===== config.mk =====
export PLATFORM = sky130hd
export DESIGN_NAME = tcam_prio_array
export DESIGN_NICKNAME = d
export VERILOG_FILES = /design/src/rtl/tcam_pkg.sv /design/src/rtl/tcam_row.sv /design/src/rtl/tcam_first_set.sv /design/src/rtl/tcam_prio_array.sv
export SDC_FILE = /design/constraint.sdc
export NUM_CORES = 1
export LEC_CHECK = 0
export ABC_AREA = 1
export BUFFER_PORTS_ARGS = -buffer_cell sky130_fd_sc_hd__buf_2
export CORE_ASPECT_RATIO = 1.75
export CORE_UTILIZATION = 57
export CTS_CLUSTER_DIAMETER = 40
export DETAILED_ROUTE_END_ITERATION = 6
export GPL_ROUTABILITY_DRIVEN = 0
export GPL_TIMING_DRIVEN = 0
export PLACE_DENSITY = 0.75
export SETUP_SLACK_MARGIN = 0.15
export SYNTH_ARGS = -nofsm -noshare
export SYNTH_HDL_FRONTEND = slang
export SYNTH_HIERARCHICAL = 1
export SYNTH_SLANG_ARGS = --single-unit

===== constraint.sdc =====
create_clock -name clk -period 5.6 [get_ports clk]
set_input_delay 1.68 -clock clk [delete_from_list [all_inputs] [get_ports clk]]
set_output_delay 1.68 -clock clk [all_outputs]
set_load 0.02 [all_outputs]

===== src/rtl/tcam_pkg.sv =====
package tcam_pkg;
    typedef enum logic {
        WR_DROP = 1'b0,
        WR_LOAD = 1'b1
    } wr_kind_e;
endpackage


===== src/rtl/tcam_row.sv =====
module tcam_row
    import tcam_pkg::*;
#(
    parameter int KEY_W  = 16,
    parameter int IDX_W  = 3,
    parameter int MY_IDX = 0
) (
    input  logic             clk,
    input  logic             rst_n,
    input  logic             wr_en,
    input  logic [IDX_W-1:0] wr_idx,
    input  logic             wr_keep,
    input  logic [KEY_W-1:0] wr_val,
    input  logic [KEY_W-1:0] wr_care,
    input  logic [KEY_W-1:0] key,
    output logic             match
);
    localparam logic [IDX_W-1:0] ME = IDX_W'(MY_IDX);

    logic             loaded_q;
    logic [KEY_W-1:0] val_q;
    logic [KEY_W-1:0] care_q;
    logic             sel;
    wr_kind_e         kind;

    assign sel  = wr_en && (wr_idx == ME);
    assign kind = wr_keep ? WR_LOAD : WR_DROP;

    always_ff @(posedge clk) begin
        if (!rst_n) begin
            loaded_q <= 1'b0;
            val_q    <= '0;
            care_q   <= '0;
        end else if (sel) begin
            unique case (kind)
                WR_LOAD: begin
                    loaded_q <= 1'b1;
                    val_q    <= wr_val;
                    care_q   <= wr_care;
                end
                WR_DROP: loaded_q <= 1'b0;
            endcase
        end
    end

    always_comb begin
        match = loaded_q && (((key ^ val_q) & care_q) == '0);
    end

    AST_DROP_EMPTIES: assert property (@(posedge clk) disable iff (!rst_n)
        (sel && !wr_keep) |=> !match) else $error("drop left entry matching");
endmodule


===== src/rtl/tcam_first_set.sv =====
module tcam_first_set #(
    parameter int N     = 8,
    parameter int IDX_W = 3
) (
    input  logic [N-1:0]     vec,
    output logic             any,
    output logic [IDX_W-1:0] idx
);
    always_comb begin
        any = 1'b0;
        idx = '0;
        for (int i = N - 1; i >= 0; i--) begin
            if (vec[i]) begin
                any = 1'b1;
                idx = IDX_W'(i);
            end
        end
    end
endmodule


===== src/rtl/tcam_prio_array.sv =====
module tcam_prio_array #(
    parameter int ENTRIES = 8,
    parameter int KEY_W   = 16,
    parameter int IDX_W   = (ENTRIES > 1) ? $clog2(ENTRIES) : 1
) (
    input  logic               clk,
    input  logic               rst_n,
    input  logic               srch_en,
    input  logic [KEY_W-1:0]   srch_key,
    input  logic               wr_en,
    input  logic [IDX_W-1:0]   wr_idx,
    input  logic               wr_keep,
    input  logic [KEY_W-1:0]   wr_val,
    input  logic [KEY_W-1:0]   wr_care,
    output logic               res_vld,
    output logic               hit,
    output logic [IDX_W-1:0]   hit_idx,
    output logic [ENTRIES-1:0] hit_vec
);
    localparam logic [ENTRIES-1:0] ONE = ENTRIES'(1);

    logic [ENTRIES-1:0] raw_vec;
    logic               raw_any;
    logic [IDX_W-1:0]   raw_idx;

    for (genvar g = 0; g < ENTRIES; g++) begin : g_row
        tcam_row #(
            .KEY_W (KEY_W),
            .IDX_W (IDX_W),
            .MY_IDX(g)
        ) u_row (
            .clk    (clk),
            .rst_n  (rst_n),
            .wr_en  (wr_en),
            .wr_idx (wr_idx),
            .wr_keep(wr_keep),
            .wr_val (wr_val),
            .wr_care(wr_care),
            .key    (srch_key),
            .match  (raw_vec[g])
        );
    end

    tcam_first_set #(
        .N    (ENTRIES),
        .IDX_W(IDX_W)
    ) u_first (
        .vec(raw_vec),
        .any(raw_any),
        .idx(raw_idx)
    );

    always_ff @(posedge clk) begin
        if (!rst_n || !srch_en) begin
            res_vld <= 1'b0;
            hit     <= 1'b0;
            hit_idx <= '0;
            hit_vec <= '0;
        end else begin
            res_vld <= 1'b1;
            hit     <= raw_any;
            hit_idx <= raw_idx;
            hit_vec <= raw_vec;
        end
    end

    AST_HIT_AGREES_VEC: assert property (@(posedge clk) disable iff (!rst_n)
        hit == (hit_vec != '0)) else $error("hit flag disagrees with vector");
    AST_IDX_POINTS_HIT: assert property (@(posedge clk) disable iff (!rst_n)
        hit |-> hit_vec[hit_idx]) else $error("index not a matching entry");
    AST_IDX_IS_LOWEST: assert property (@(posedge clk) disable iff (!rst_n)
        hit |-> ((hit_vec & ((ONE << hit_idx) - ONE)) == '0)) else $error("lower entry also hit");
    AST_MISS_IDX_ZERO: assert property (@(posedge clk) disable iff (!rst_n)
        !hit |-> (hit_idx == '0)) else $error("miss with nonzero index");
    AST_SEARCH_NEXT: assert property (@(posedge clk) disable iff (!rst_n)
        srch_en |=> res_vld) else $error("result not valid after search");
    AST_IDLE_CLEAR: assert property (@(posedge clk) disable iff (!rst_n)
        !srch_en |=> (!res_vld && !hit && hit_vec == '0)) else $error("idle result not clear");
endmodule


==> flow_metrics.tcl <==
set metrics [dict create \
    holdPathStages 2 \
    hold_end "g_row[4].u_row/care_q[4]" \
    fin_crit_sh 0.5858 \
    leakagePower_nw 5.784 \
    pwr-share-seq 0.465 \
    drcViolationCount 0 \
    initial_core_util 0.5818 \
    switching_share 0.2522 \
    synthToLayoutAreaGrowth_pct 13.14 \
    wirelength_um 41970 \
    clk_latency_ns 0.54 \
    num_rows 71 \
    clk_path_buf_depth 3 \
    relSlewSlack 0.1973 \
    antenna_found_initial 1 \
    synth_seq_area_share 0.4416 \
    postCtsSetupBuffers 0 \
    cp.required_ns 6.07 \
    cp-startpoint "srch_key[3]" \
    rsz0062_at_grt "no" \
    comb_power_share 0.088 \
    rr_startpoint "g_row[5].u_row/val_q[1]" \
    via_per_inst 5.505 \
    vias 12280 \
    cts_resized 0 \
    dpl_worst_slack_ns 1.833 \
    reg2reg_slack_ns 3.52 \
    io_pins 69 \
    crit_path_end_kind "flop" \
    cts_made_buffers 27 \
    worst-setup-path-type "input pin to flop" \
    worst_slew_pin_slew_ns 1.204 \
    fin_util 0.6582 \
    root_buffer "clkbuf_16" \
    synth_area_um2 12560 \
    startpoint_type "input pin" \
    fp.coreArea_um2 21590 \
    io_buffers 68 \
    grt_pass1_vias 11620 \
    post_synth_num_cell_types 25 \
    post_drt_wl_per_cell_um 18.81 \
    clkPwrFrac 0.446 \
    reg2reg_depth 14 \
    finClkSkew_ns 0.01502 \
    arrival_ns 3.75 \
    setup_slack_ns 2.319 \
    rr_endpoint "hit_idx[0]" \
    hp-start "g_row[4].u_row/care_q[4]" \
    die_area_um2 22650 \
    status "finished, final reports clean" \
    dp.cells 2183 \
    drive_gt1_frac 0.1006 \
    ant_nets 0 \
    synth-seq-cells 277 \
    ys_warn_count 6 \
    fp.dieH_um 198.4 \
    firstDrtPassIters 5 \
    h-tree-depth 1 \
    power_per_cell_area_nw_per_um2 307.0 \
    cts_tree "yes" \
    hold_buffers 0 \
    grt_overflow 0 \
    final_cell_mix "nand2_1, inv_1, dfxtp_1, a21oi_1, nand3_1" \
    tns_ns 0 \
    syn_area_per_cell_um2 6.889 \
    fin_area_um2 14210 \
    die_x_um 114.2 \
    n_antenna_cell 0 \
    worstHoldPathType "flop to flop" \
    grt_max_degree 53 \
    synthCells 1823 \
    p_switching_mw 1.100 \
    setup-violations-final 0 \
    hold_viol 0 \
    finalPower_mw 4.362 \
    drt_iter0_markers 980 \
    dp_hpwl_um 26640 \
    fin_cells 2231 \
    place_area_um2 13260 \
    irDropWorstVdd_uv 320.3 \
    final_common_cell "nand2_1" \
    grt_pass1_wl_um 63380 \
    grt_util_all_layers 0.3794 \
    clk_pin_slew_ns 0.06 \
    internal-power_mw 3.262 \
    final.min_clock_period_ns 3.281 \
    slew_violations 0 \
    drv_cap 0 \
    fmax_mhz 304.8 \
    cts_sinks 277 \
    crit_path_max_fanout 16 \
    fin_nets 1976 \
    fin_hold_ws_ns 0.4458 \
    synth_nets 1879 \
]
## layout make-up
| type | count | area, um2 |
|---|---|---|
| clock buffer | 36 | 769.5 |
| multi-input combinational | 1167 | 5348 |
| buffer | 80 | 543.0 |
| sequential | 277 | 5545 |
| inverter | 299 | 1122 |
| timing repair buffer | 68 | 340.3 |
| fill | 2026 | 7378 |
| tap | 292 | 365.4 |
| clock inverter | 12 | 175.2 |
## power groups by stage
| stage | clock, mW | combinational [mW] | sequential [mW] |
|---|---|---|---|
| detailed placement | 0 | 0.373 | 2.07 |
| global route | 2.03 | 0.414 | 2.03 |
| global placement | 0 | 0.366 | 2.07 |
| floorplan | 0 | 0.186 | 2.07 |
| CTS | 1.96 | 0.374 | 2.03 |
| finish | 1.95 | 0.385 | 2.03 |
## Yosys cell counts, drive strengths merged
master | n | area, um2
a21oi | 256 | 1281
o21ai | 212 | 1061
buf | 44 | 407.9
xnor2 | 4 | 35.03
nor3 | 4 | 58.81
or2 | 15 | 93.84
clkinv | 3 | 11.26
nor2 | 154 | 618.1
o21a | 6 | 45.04
nand4 | 1 | 6.260
a31oi | 1 | 6.260
nand3 | 148 | 740.7
a21boi | 4 | 30.03
inv | 296 | 1111
nand2 | 362 | 1371
clkbuf | 36 | 135.1
dfxtp | 277 | 5545
## cells by family (layout without fill, tap and decap cells)
group / after synthesis / in the layout / share of synthesized area
AND/OR/NAND/NOR: 684 / 684 / 0.2300
XOR/XNOR: 4 / 4 / 0.002789
flip-flops: 277 / 277 / 0.4416
AO/OA/AOI/OAI: 479 / 479 / 0.1930
buffers and inverters: 379 / 495 / 0.1326
## per-layer routing
metal	wire (um)	global-route usage	vias up	share of wire
met5	0	0	-	0
met4	4084	0.3314	0	0.097
met3	3804	0.05540	186	0.091
met2	19170	0.6211	548	0.46
met1	14910	0.4273	5576	0.36
li1	-	-	5972	-
## state kept, by name, summed over array words and instances (netlist names)
register,cells
g_row.u_row/care_q,128
hit_vec,8
hit,1
g_row.u_row/val_q,128
g_row.u_row/loaded_q,8
res_vld,1
hit_idx,3
## critical path, stage by stage
cell	delay, ns
buf_2	0.45
nand2_1	0.10
nand3_1	0.10
nand2_1	0.06
nor2_1	0.17
nand3_1	0.09
nor2_1	0.43
inv_1	0.14
nand2_1	0.10
nand2_1	0.05
nand2_1	0.05
nand2_1	0.05
a21oi_1	0.12
inv_1	0.06
nor2_2	0.09
## how the worst max path moves through the flow
| stage | end |
|---|---|
| floorplan | hit_idx[0] |
| global placement | g_row[3].u_row/val_q[6] |
| detailed placement | g_row[3].u_row/care_q[5] |
| CTS | g_row[3].u_row/val_q[1] |
| global route | hit_idx[0] |
| finish | hit_idx[0] |
Note: power is estimated with default switching activity, not from simulation.
